**config.mk**
```make
export PLATFORM = sky130hd
export DESIGN_NAME = pulse_recognizer
export DESIGN_NICKNAME = d
export VERILOG_FILES = /design/src/rtl/prc_pkg.sv /design/src/rtl/pr_deglitch.sv /design/src/rtl/pr_matcher.sv /design/src/rtl/pr_out_timer.sv /design/src/rtl/pulse_recognizer.sv
export SDC_FILE = /design/constraint.sdc
export NUM_CORES = 1
export LEC_CHECK = 0
export ABC_AREA = 1
export BUFFER_PORTS_ARGS = -buffer_cell sky130_fd_sc_hd__buf_2
export CAP_MARGIN = 20
export CORE_AREA = 3 3 50 87
export DETAILED_ROUTE_END_ITERATION = 8
export DIE_AREA = 0 0 53 90
export PLACE_DENSITY = 0.53
export RECOVER_POWER = 100
export REMOVE_ABC_BUFFERS = 1
export SLEW_MARGIN = 0
export SYNTH_ARGS = -nofsm -noshare
export SYNTH_HDL_FRONTEND = slang
export SYNTH_SLANG_ARGS = --single-unit
```
**constraint.sdc**
```tcl
create_clock -name clk -period 2.1 [get_ports clk]
set_input_delay 0.315 -clock clk [delete_from_list [all_inputs] [get_ports clk]]
set_output_delay 0.315 -clock clk [all_outputs]
set_load 0.1 [all_outputs]
```
**src/rtl/prc_pkg.sv**
```systemverilog
// Shared types for the pulse recognizer.
// Assumes: used by pr_matcher and visible to the bench only through ports.
package prc_pkg;

    // Matching state: idle, or holding a first pulse from one comparator.
    typedef enum logic [1:0] {
        ST_IDLE   = 2'd0,
        ST_ARM_HI = 2'd1,
        ST_ARM_LO = 2'd2
    } rec_state_e;

endpackage

```
**src/rtl/pr_deglitch.sv**
```systemverilog
// Synchronizes one asynchronous comparator level and qualifies its width.
// A one-cycle valid_o strobe is raised once the synchronized level has been
// high for QUAL_CYCLES consecutive samples; it re-arms only after the level
// goes low again. Assumes SYNC_STAGES >= 2 and QUAL_CYCLES >= 1.
module pr_deglitch #(
    parameter int SYNC_STAGES = 2,
    parameter int QUAL_CYCLES = 3
) (
    input  logic clk,
    input  logic rst_n,
    input  logic raw_i,
    output logic valid_o
);
    localparam int CW = $clog2(QUAL_CYCLES + 1);

    logic [SYNC_STAGES-1:0] sync_q;
    logic [CW-1:0]          run_q;
    logic                   level;

    assign level = sync_q[SYNC_STAGES-1];

    // Shift the raw level through the synchronizer chain.
    always_ff @(posedge clk) begin
        if (!rst_n) sync_q <= '0;
        else        sync_q <= {sync_q[SYNC_STAGES-2:0], raw_i};
    end

    // Count consecutive high samples, saturating once the pulse qualifies.
    always_ff @(posedge clk) begin
        if (!rst_n)                        run_q <= '0;
        else if (!level)                   run_q <= '0;
        else if (run_q != CW'(QUAL_CYCLES)) run_q <= run_q + 1'b1;
    end

    assign valid_o = level && (run_q == CW'(QUAL_CYCLES - 1));

endmodule

```
**src/rtl/pr_matcher.sv**
```systemverilog
// Matches qualified pulse strobes into a detection request (fire_o, combinational).
// Single mode: any strobe fires. Dual mode: a strobe from one comparator arms,
// and a strobe from the other within WINDOW_CYCLES fires; a repeat from the
// armed comparator re-arms. clear_i forces idle and suppresses fire_o.
module pr_matcher
    import prc_pkg::*;
#(
    parameter int WINDOW_CYCLES = 312
) (
    input  logic clk,
    input  logic rst_n,
    input  logic clear_i,
    input  logic dual_i,
    input  logic hit_hi_i,
    input  logic hit_lo_i,
    output logic fire_o
);
    localparam int TW = $clog2(WINDOW_CYCLES + 1);

    rec_state_e    state_q;
    logic [TW-1:0] timer_q;
    logic          expired;

    assign expired = (timer_q == TW'(WINDOW_CYCLES));

    // Decide whether the present strobes complete a detection.
    always_comb begin
        fire_o = 1'b0;
        if (!clear_i) begin
            if (!dual_i) begin
                fire_o = hit_hi_i || hit_lo_i;
            end else begin
                unique case (state_q)
                    ST_IDLE:   fire_o = hit_hi_i && hit_lo_i;
                    ST_ARM_HI: fire_o = hit_lo_i;
                    ST_ARM_LO: fire_o = hit_hi_i;
                    default:   fire_o = 1'b0;
                endcase
            end
        end
    end

    // Track the armed comparator and the age of its pulse.
    always_ff @(posedge clk) begin
        if (!rst_n || clear_i || fire_o) begin
            state_q <= ST_IDLE;
            timer_q <= '0;
        end else begin
            unique case (state_q)
                ST_IDLE: begin
                    if (hit_hi_i) begin
                        state_q <= ST_ARM_HI;
                        timer_q <= TW'(1);
                    end else if (hit_lo_i) begin
                        state_q <= ST_ARM_LO;
                        timer_q <= TW'(1);
                    end
                end
                ST_ARM_HI, ST_ARM_LO: begin
                    if ((state_q == ST_ARM_HI && hit_hi_i) ||
                        (state_q == ST_ARM_LO && hit_lo_i)) begin
                        timer_q <= TW'(1);
                    end else if (expired) begin
                        state_q <= ST_IDLE;
                        timer_q <= '0;
                    end else begin
                        timer_q <= timer_q + 1'b1;
                    end
                end
                default: begin
                    state_q <= ST_IDLE;
                    timer_q <= '0;
                end
            endcase
        end
    end

endmodule

```
**src/rtl/pr_out_timer.sv**
```systemverilog
// Produces the fixed-length detection pulse. A fire request while idle loads
// OUT_CYCLES; requests while busy are dropped. A low gate clears the count and
// masks the output in the same cycle.
module pr_out_timer #(
    parameter int OUT_CYCLES = 120
) (
    input  logic clk,
    input  logic rst_n,
    input  logic gate_i,
    input  logic fire_i,
    output logic busy_o,
    output logic pulse_o
);
    localparam int OW = $clog2(OUT_CYCLES + 1);

    logic [OW-1:0] left_q;

    // Load on an accepted request, then count the pulse down to zero.
    always_ff @(posedge clk) begin
        if (!rst_n || !gate_i)           left_q <= '0;
        else if (fire_i && left_q == '0) left_q <= OW'(OUT_CYCLES);
        else if (left_q != '0)           left_q <= left_q - 1'b1;
    end

    assign busy_o  = (left_q != '0);
    assign pulse_o = busy_o && gate_i;

endmodule

```
**src/rtl/pulse_recognizer.sv**
```systemverilog
// Top: two comparator qualifiers, a pulse matcher and an output pulse timer.
// Assumes the comparator inputs are asynchronous levels and the clock is the
// slow system oscillator. Index 0 is the upper-threshold channel, index 1 the lower.
module pulse_recognizer #(
    parameter int SYNC_STAGES   = 2,
    parameter int QUAL_CYCLES   = 3,
    parameter int WINDOW_CYCLES = 312,
    parameter int OUT_CYCLES    = 120
) (
    input  logic clk,
    input  logic rst_n,
    input  logic warm_ok_i,
    input  logic dual_mode_i,
    input  logic cmp_hi_i,
    input  logic cmp_lo_i,
    output logic motion_o
);
    localparam int NCH = 2;

    logic [NCH-1:0] raw_vec;
    logic [NCH-1:0] hits;
    logic           fire;
    logic           busy;
    logic           hold;

    assign raw_vec = {cmp_lo_i, cmp_hi_i};
    assign hold    = busy || !warm_ok_i;

    // One synchronizer and width qualifier per comparator channel.
    for (genvar ch = 0; ch < NCH; ch++) begin : g_chan
        pr_deglitch #(
            .SYNC_STAGES(SYNC_STAGES),
            .QUAL_CYCLES(QUAL_CYCLES)
        ) u_dg (
            .clk    (clk),
            .rst_n  (rst_n),
            .raw_i  (raw_vec[ch]),
            .valid_o(hits[ch])
        );
    end

    pr_matcher #(
        .WINDOW_CYCLES(WINDOW_CYCLES)
    ) u_match (
        .clk     (clk),
        .rst_n   (rst_n),
        .clear_i (hold),
        .dual_i  (dual_mode_i),
        .hit_hi_i(hits[0]),
        .hit_lo_i(hits[1]),
        .fire_o  (fire)
    );

    pr_out_timer #(
        .OUT_CYCLES(OUT_CYCLES)
    ) u_out (
        .clk    (clk),
        .rst_n  (rst_n),
        .gate_i (warm_ok_i),
        .fire_i (fire),
        .busy_o (busy),
        .pulse_o(motion_o)
    );

endmodule

```
==> results.md <==
* Status: finished, final reports clean
* Cts-stage hold buffer count at 0
* Num ports at 7
* Core Box Area at ~3700 sq um
* Remaining Overflow, GRT at 0
* Flop pwr share at a little over a third
* Vias at 1238
* Max Slew Vio Count at 0
* Detailed Route WL at between 2000 and 3000 microns
* DP HPWL at 2250 microns
* Largest net degree at the start of global routing at 15
* Ys flop type: dfxtp_1
* Arrival time worst endpoint at 1.61 ns
* Count of final setup violators at 0
* RSZ-0062 raised after global routing: no
* Die Footprint at 4770 sq um
* Multi-input logic area at 802 sq um
* Tcrit/Tclk final at 91.6%
* MaxCap Viol Count at 0
* Clk_skew at 0.00280 ns
* Drt wl/cell at between 10 and 15 microns
* # diodes at 0
* Final Hold Fails at 0
* CTS resizes at 0
* Clock slew at reported path FFs at 0.09 ns
* Final layout net count at 239
* Power consumption at 1700 uW
* Leak at 0.000752 uW
* Via density at 4.64
* Share of the yosys chip area belonging to registers at 35.4%
* Maximum vdd drop at 1.25 mV
* Overall die height at around 90 microns
* Flop2flop setup slack at 0.45 ns
* Drt first pass iters at 4
* Crit path kind: reg -> out
* PwrDens at 1070 nW/um^2
* FILL cells at 408
* PortBufs at 6
* Post-synth EDFFs at 0
* CP startpoint kind: flip-flop
* Mean Syn Cell Area at 6.94 sq um
* NetSw at 729 uW
* CTS tree: done
* Fmax at between 500 and 600 MHz
* Area grow syn2layout at 8.42%
* Worst EP required at ~1.8 ns
* Final routed DRC violation total at 0
* Worst skew pair latency at 0.27 ns
* Clk network pwr share at between 10% and 20%
* Area leader, netlist: dfxtp_1
* Worst path top cell family by delay: buffers and inverters
* Die width at 53 microns
* Worst Path Buf+Inv at 2
* DRT antenna net count at 0
* Top cells by count, synth: 54 x nand2_1, 35 x inv_1, 30 x nor2_1
* Initial Util at 40.2%
* Slew @ Worst Pin at between 0.4 and 0.5 ns
* Synth Cell Area at 1470 sq um
* Sw frac at 42.8%
* Global-route wire length before repair at 5060 microns
* H-tree levels at 1
* Yosys warning count at 0
* Mapped Cells at 212
* Distinct cell type count after synthesis at 21
* CP Capture Type: output port
* CP cell instances: inv_1 -> ha_1 -> nand3_2 -> nor2_4 -> nor2_1 -> buf_2
* Most common cell in the netlist: nand2_1
* Vias in the first global route at 1282
* TritonCTS Buffers at 3
* GP Congestion at around 0.88
* Layout Utilization at a little over two fifths
* Reg area at between 500 and 600 sq um
* Hold slack at 0.222 ns
* Longest Clk Path Bufs at 2
* Flops & latches, synth at 26
* Sink Count at 26
* Fin crit period at 1.92 ns
* Drt initial violations at 13
* Total GRT Usage at a little over an eighth
* Layout cells sized above 1 at 8.14%
* Int Pwr at 972 uW
* HP Class: in -> reg
* Peak per-stage delay on the critical path at 0.43 ns
* Area share of the largest cell type after synthesis at 35.4%
* Critical path's slowest cell: buf_2
* Core Rows at 29
* Max transition margin at 68.1%
* Root buf cell: clkbuf_8
* Synth area leaders: dfxtp_1 35%, nand2_1 14%, ha_1 9.4%, inv_1 8.9%, nor2_1 7.7%
* Asr flop ratio synth at 0%
* Gate power share at between 40% and 50%
* Post-CTS Setup Repair Bufs at 0
* Worst-path maximum fanout at 6
* Antenna violations before repair at 0
metal layers:
metal,GRT usage (%),vias up,share of wire [%]
met3,1.99,6,1.6
met5,0,-,0
li1,-,668,-
met2,26.2,13,57
met1,13.2,551,40
met4,4.48,0,1.6
area by class of cell:
| type | instances | share of cell area (%) |
|---|---|---|
| multi-input cells | 150 | 50.3 |
| flip-flops and latches | 26 | 32.6 |
| inverters | 35 | 8.24 |
| well taps | 46 | 3.61 |
| clock buffers | 4 | 3.45 |
| repair buffers | 6 | 1.80 |
cell usage in the layout, fill, tap and decap left out, drive strengths merged, types with 2 or more instances in the layout:
master,n
a21oi,8
buf,5
nand2,58
ha,11
clkbuf,5
nand4,3
dfxtp,26
nor2,35
nand3,18
xnor2,3
xor2,6
inv,35
nor3,2
o21ai,4
cells by family (layout without fill, tap and decap cells):
kind of cell	after synthesis	in the layout	synth area share [%]
and+or+nand+nor	116	116	35.5
xor gates and xnor gates	9	9	5.36
DFF	26	26	35.4
AOI/OAI and AO/OA	14	14	5.10
adders and majority gates	11	11	9.35
buffers and inverters	36	45	9.27
flip-flops by register name, summed over array words and instances (netlist names):
signal              flops
g_chan.u_dg.sync_q      4
u_match.state_q         2
g_chan.u_dg.run_q       4
u_match.timer_q         9
u_out.left_q            7
power by group through the flow:
stage | logic (uW) | clock network [uW] | registers, uW
floorplan | 665 | 0 | 607
global placement | 799 | 0 | 620
detailed placement | 791 | 0 | 618
CTS | 794 | 344 | 607
global route | 886 | 362 | 612
finish | 770 | 327 | 605
worst register-to-register path, cell delays in order (launching register included):
cell and delay [ns]:
dfxtp_1 0.36, inv_1 0.06, ha_1 0.22, nand2_1 0.17, inv_1 0.08, o21bai_1 0.17, nand2_1 0.09, nor2_1 0.10
nand2_1 0.20, nor2_1 0.13
worst paths after layout:
kind,start,endpoint,depth (start not counted)
min,cmp_hi_i,g_chan[0].u_dg.sync_q[0],3
min reg2reg,g_chan[1].u_dg.sync_q[0],g_chan[1].u_dg.sync_q[1],2
max,u_out.left_q[0],motion_o,6
max reg2reg,g_chan[0].u_dg.run_q[0],u_match.timer_q[7],9
stage by stage:
stage          setup WS (ns)  cells  instance area (sq um)  TNS, ns
2_1_floorplan         -0.233    211                   1470   -0.233
6_report               0.176    267                   1600        0
5_1_grt               0.0739    267                   1600        0
3_3_place_gp           0.494    263                   1550        0
3_5_place_dp           0.471    263                   1550        0
4_1_cts                0.154    267                   1610        0
No activity file was read; power rests on OpenSTA's default activity.
